## config.mk

```make
export PLATFORM = sky130hd
export DESIGN_NAME = pix_backpressure_fifo
export DESIGN_NICKNAME = d
export VERILOG_FILES = /design/src/rtl/pbf_pkg.sv /design/src/rtl/pbf_ptr.sv /design/src/rtl/pbf_level.sv /design/src/rtl/pbf_store.sv /design/src/rtl/pix_backpressure_fifo.sv
export SDC_FILE = /design/constraint.sdc
export NUM_CORES = 1
export LEC_CHECK = 0
export ABC_AREA = 0
export BUFFER_PORTS_ARGS = -buffer_cell sky130_fd_sc_hd__buf_2
export CORE_MARGIN = 5
export CORE_UTILIZATION = 55
export DETAILED_ROUTE_END_ITERATION = 16
export PLACE_DENSITY = 0.81
export SKIP_LAST_GASP = 1
export SYNTH_ARGS = -nofsm -noshare
export SYNTH_HDL_FRONTEND = slang
export SYNTH_SLANG_ARGS = --single-unit
export TNS_END_PERCENT = 5
```

## constraint.sdc

```tcl
create_clock -name clk -period 3.4 [get_ports clk]
set_input_delay 0.34 -clock clk [delete_from_list [all_inputs] [get_ports clk]]
set_output_delay 0.34 -clock clk [all_outputs]
set_load 0.05 [all_outputs]
```

## src/rtl/pbf_pkg.sv

```systemverilog
package pbf_pkg;

  typedef struct packed {
    logic line_beg;
    logic line_end;
    logic frm_beg;
    logic frm_end;
  } pbf_tags_t;

  localparam int TAG_W = $bits(pbf_tags_t);

  // next slot index with wrap at the buffer depth
  function automatic int unsigned wrap_inc(int unsigned p, int unsigned depth);
    return (p + 1 == depth) ? 0 : p + 1;
  endfunction

  // fill level after one cycle of optional write and optional read
  function automatic int unsigned level_next(int unsigned lvl, logic wr, logic rd);
    case ({wr, rd})
      2'b10:   return lvl + 1;
      2'b01:   return lvl - 1;
      default: return lvl;
    endcase
  endfunction

endpackage

```

## src/rtl/pbf_ptr.sv

```systemverilog
module pbf_ptr #(
  parameter int DEPTH = 16,
  parameter int PW    = $clog2(DEPTH)
) (
  input  logic          clk,
  input  logic          rst,
  input  logic          adv,
  output logic [PW-1:0] ptr
);
  import pbf_pkg::*;

  always_ff @(posedge clk) begin
    if (rst)      ptr <= '0;
    else if (adv) ptr <= PW'(wrap_inc(int'(ptr), DEPTH));
  end

  assert_ptr_range_R4: assert property (@(posedge clk) disable iff (rst)
    int'(ptr) < DEPTH);

endmodule

```

## src/rtl/pbf_level.sv

```systemverilog
module pbf_level #(
  parameter int DEPTH    = 16,
  parameter int AF_LEVEL = 8,
  parameter int CW       = $clog2(DEPTH + 1)
) (
  input  logic clk,
  input  logic rst,
  input  logic wr_req,
  input  logic rd_req,
  output logic empty,
  output logic do_wr,
  output logic do_rd,
  output logic drop,
  output logic up_rdy,
  output logic ovf
);
  import pbf_pkg::*;

  logic [CW-1:0] lvl, lvl_nxt;
  logic          full;

  assign empty   = (lvl == '0);
  assign full    = (lvl == CW'(DEPTH));
  assign do_rd   = !empty && rd_req;
  assign do_wr   = wr_req && (!full || do_rd);
  assign drop    = wr_req && !do_wr;
  assign lvl_nxt = CW'(level_next(int'(lvl), do_wr, do_rd));

  always_ff @(posedge clk) begin
    if (rst) begin
      lvl    <= '0;
      up_rdy <= 1'b1;
      ovf    <= 1'b0;
    end else begin
      lvl    <= lvl_nxt;
      up_rdy <= (lvl_nxt < CW'(AF_LEVEL));
      if (drop) ovf <= 1'b1;
    end
  end

  assert_level_bound_R4: assert property (@(posedge clk) disable iff (rst)
    lvl <= CW'(DEPTH));
  assert_ready_tracks_level_R3: assert property (@(posedge clk) disable iff (rst)
    up_rdy == (lvl < CW'(AF_LEVEL)));
  assert_drop_only_full_R5: assert property (@(posedge clk) disable iff (rst)
    drop |-> full && !rd_req);
  assert_ovf_sticky_R5: assert property (@(posedge clk) disable iff (rst)
    ovf |=> ovf);
  assert_ovf_on_drop_R5: assert property (@(posedge clk) disable iff (rst)
    drop |=> ovf);
  assert_both_hold_level_R6: assert property (@(posedge clk) disable iff (rst)
    (do_wr && do_rd) |=> $stable(lvl));
  assert_full_swap_no_drop_R6: assert property (@(posedge clk) disable iff (rst)
    (full && wr_req && rd_req) |-> do_wr);

endmodule

```

## src/rtl/pbf_store.sv

```systemverilog
module pbf_store #(
  parameter int DEPTH = 16,
  parameter int W     = 12,
  parameter int PW    = $clog2(DEPTH)
) (
  input  logic          clk,
  input  logic          we,
  input  logic [PW-1:0] waddr,
  input  logic [W-1:0]  wdata,
  input  logic [PW-1:0] raddr,
  output logic [W-1:0]  rdata
);
  logic [W-1:0] mem [DEPTH];

  always_ff @(posedge clk) begin
    if (we) mem[waddr] <= wdata;
  end

  assign rdata = mem[raddr];

endmodule

```

## src/rtl/pix_backpressure_fifo.sv

```systemverilog
module pix_backpressure_fifo #(
  parameter int PIX_W    = 8,
  parameter int DEPTH    = 16,
  parameter int AF_LEVEL = 8
) (
  input  logic             clk,
  input  logic             rst,
  input  logic [PIX_W-1:0] src_pix,
  input  logic             src_hbeg,
  input  logic             src_hend,
  input  logic             src_vbeg,
  input  logic             src_vend,
  input  logic             src_vld,
  input  logic             snk_rdy,
  output logic [PIX_W-1:0] snk_pix,
  output logic             snk_hbeg,
  output logic             snk_hend,
  output logic             snk_vbeg,
  output logic             snk_vend,
  output logic             snk_vld,
  output logic             src_rdy,
  output logic             ovf_sticky
);
  import pbf_pkg::*;

  localparam int PW = $clog2(DEPTH);
  localparam int W  = PIX_W + TAG_W;

  logic          empty, do_wr, do_rd, drop;
  logic [PW-1:0] wr_ptr, rd_ptr;
  pbf_tags_t     in_tags, head_tags;
  logic [W-1:0]  in_word, head_word;

  assign in_tags = '{line_beg: src_hbeg, line_end: src_hend,
                     frm_beg: src_vbeg, frm_end: src_vend};
  assign in_word = {in_tags, src_pix};

  pbf_level #(.DEPTH(DEPTH), .AF_LEVEL(AF_LEVEL)) u_level (
    .clk(clk), .rst(rst), .wr_req(src_vld), .rd_req(snk_rdy),
    .empty(empty), .do_wr(do_wr), .do_rd(do_rd), .drop(drop),
    .up_rdy(src_rdy), .ovf(ovf_sticky)
  );

  pbf_ptr #(.DEPTH(DEPTH)) u_wptr (.clk(clk), .rst(rst), .adv(do_wr), .ptr(wr_ptr));
  pbf_ptr #(.DEPTH(DEPTH)) u_rptr (.clk(clk), .rst(rst), .adv(do_rd), .ptr(rd_ptr));

  pbf_store #(.DEPTH(DEPTH), .W(W)) u_store (
    .clk(clk), .we(do_wr), .waddr(wr_ptr), .wdata(in_word),
    .raddr(rd_ptr), .rdata(head_word)
  );

  assign head_tags = pbf_tags_t'(head_word[W-1:PIX_W]);
  assign snk_pix   = head_word[PIX_W-1:0];
  assign snk_hbeg  = head_tags.line_beg;
  assign snk_hend  = head_tags.line_end;
  assign snk_vbeg  = head_tags.frm_beg;
  assign snk_vend  = head_tags.frm_end;
  assign snk_vld   = do_rd;

  assert_valid_needs_ready_R7: assert property (@(posedge clk) disable iff (rst)
    snk_vld |-> snk_rdy);
  assert_head_held_R7: assert property (@(posedge clk) disable iff (rst)
    (!empty && !snk_rdy) |=> $stable(head_word));
  assert_idle_no_write_R2: assert property (@(posedge clk) disable iff (rst)
    !src_vld |-> !do_wr);

endmodule

```

==> results_dict.tcl <==
set metrics [dict create \
    grt_max_degree 29 \
    postCtsHoldBufs 0 \
    power.density_nw_per_um2 700 \
    ant_nets 0 \
    holdWs_ns 0.197 \
    cts_setup_buffers 0 \
    mostFrequentLayoutCells "edfxtp_1 (192), mux4_2 (60), buf_2 (30), clkbuf_16 (22), dfxtp_1 (17)" \
    synth_edf_count 192 \
    final_common_cell "edfxtp_1" \
    ys_types 42 \
    drive_above_1_share_pct 30.2 \
    final_nets 454 \
    cts-buffers-inserted 22 \
    hp-class "primary input to flip-flop" \
    vias_per_cell 6.28 \
    leakagePower_uw 0.00299 \
    finalMaxSlewViolations 0 \
    fp.dieW_um 132 \
    cts_root_buf "clkbuf_16" \
    skew_ns 0.0105 \
    start_util_pct 56.4 \
    die_height_um 132 \
    rsz0062_at_grt "no" \
    yosysWarnings 0 \
    async_flop_share_pct 0 \
    gp_congestion 0.789 \
    critPathMaxFanout 8 \
    num_rows 44 \
    clk_pin_slew_ns 0.06 \
    synth_nets 409 \
    cts_tree "yes" \
    initialDrtViolationCount 377 \
    cp_common_cell "ha_1" \
    multiInputGateArea_um2 2010 \
    syn_inst 385 \
    dieArea_um2 17500 \
    vias 3939 \
    register_area_um2 6150 \
    grt_pass1_vias 4186 \
    port_buffers 30 \
    layout_min_cycle_time_ns 3.20 \
    ys_seq_area_share_pct 74.7 \
    setup-violations-final 0 \
    fin_util_pct 63.5 \
    crit_arrival_ns 3.58 \
    drv_cap 0 \
    fin_tns_setup_ns 0 \
    crit_type "flip-flop to flip-flop" \
    routedWlPerCell_um 25.9 \
    crit_path_start_kind "flip-flop" \
    status "complete, no violations" \
    h-tree-depth 1 \
    wirelength_um 16300 \
    dr.pass1.iters 5 \
    syn2layout_area_growth_pct 12.6 \
    ctsResizeCount 0 \
    dpl.hpwl_um 9330 \
    end_kind "flip-flop" \
    cts_buffer_depth 3 \
    antenna_found_initial 0 \
    cp_slowest_cell "or4_4" \
    syn_avg_cell_area_um2 21.4 \
    hold_violations 0 \
    worstMarginPinSlew_ns 0.912 \
    grtUsageTotal_pct 19.3 \
    drc_errors 0 \
    cpPeakStageDelay_ns 0.56 \
    ys_seq_elements 211 \
    required_ns 3.78 \
    synthesis.area_um2 8230 \
    fin_crit_sh_pct 94.1 \
    maxSlewHeadroom_pct 39.2 \
    clock.fmax_mhz 313 \
    cp_cell_sequence "or4_4 -> or3b_1 -> nand2_2 -> ha_1 -> xor2_1 -> ha_1 -> and3b_1 -> o21ai_0 -> and3_1 -> or4_1 -> and4_1" \
    insertedDiodeCount 0 \
    fillers 946 \
    core_area_um2 14600 \
    overflow 0 \
    ir_worst_vdd_uv 521 \
    grt_pass1_wl_um 25500 \
    synth_ff_type "edfxtp_1" \
    insertion_delay_ns 0.49 \
    pin_count 31 \
    fin_total_pwr_uw 6490 \
    cts.sinks 211 \
]
[registers in the layout, summed over array words and instances (netlist names), named ones only]
name / count
u_level.lvl: 5
u_level.ovf: 1
u_level.up_rdy: 1
u_rptr.ptr: 4
u_store.mem: 192
u_wptr.ptr: 4
[cells in the mapped netlist, types with 3 or more instances]
library cell    n  area (µm²)
ha_1            8         100
mux4_2         60        1350
a21oi_1         6        30.0
xnor2_1         4        35.0
edfxtp_1      192        5770
o21ai_0         3        15.0
dfxtp_1        19         380
nand2_1         5        18.8
xor2_1          8        70.1
buf_1           3        11.3
clkbuf_1       11        41.3
nand3_1         4        20.0
inv_1           3        11.3
and3_1         13        81.3
nor2_1         14        52.6
[where the power goes]
group | switching [µW] | internal (µW)
sequential | 116 | 2920
clock | 906 | 1180
combinational | 728 | 629
[per-layer routing]
layer	vias to the layer above	track usage (%)	routed length, µm
li1	1696	-	-
met1	2053	26.1	6310
met2	161	33.4	8650
met3	29	2.98	1000
met4	0	5.15	287
met5	-	0	0
[per-stage QoR]
| step | cell area [µm²] | instances | worst slack [ns] |
|---|---|---|---|
| after floorplan | 8230 | 385 | 0.182 |
| after global placement | 8640 | 590 | 0.323 |
| after detailed placement | 8640 | 590 | 0.200 |
| after CTS | 9270 | 627 | 0.196 |
| after global routing | 9270 | 627 | 0.0254 |
| final | 9270 | 627 | 0.200 |
[critical path: cells and delay by family, from the launching register on]
kind	cells	cell delay [ns]
AND/OR/NAND/NOR	7	2.09
adder cells (fa/ha/maj)	2	0.40
flip-flops	1	0.36
XOR/XNOR	1	0.17
AO/OA/AOI/OAI	1	0.09
[area by class of cell]
cell class / instances / share of cell area (%)
Sequential cell: 211 / 66.4
Multi-Input combinational cell: 153 / 21.6
Clock buffer: 27 / 6.14
Timing Repair Buffer: 39 / 2.62
Tap cell: 184 / 2.48
Clock inverter: 10 / 0.608
Inverter: 3 / 0.122
[cells by family (layout without fill, tap and decap cells)]
family,count (synthesis),after routing,share of synthesized area (%)
mux,62,62,16.7
xor+xnor,12,12,1.28
buf+inv,21,79,1.13
flops,211,211,74.7
compound gates,15,15,1.11
fa+ha+maj,8,8,1.22
simple gates,56,56,3.91
[worst paths after layout]
kind	start	depth (start not counted)	slack, ns	end
worst max-delay path	u_level.lvl[2]	11	0.20	u_level.up_rdy
worst min-delay path	src_vld	3	0.20	u_wptr.ptr[1]
worst max register to register	u_level.lvl[2]	11	0.20	u_level.up_rdy
worst min register to register	u_level.ovf	2	0.47	u_level.ovf
Power figures use the tool's default switching activity.
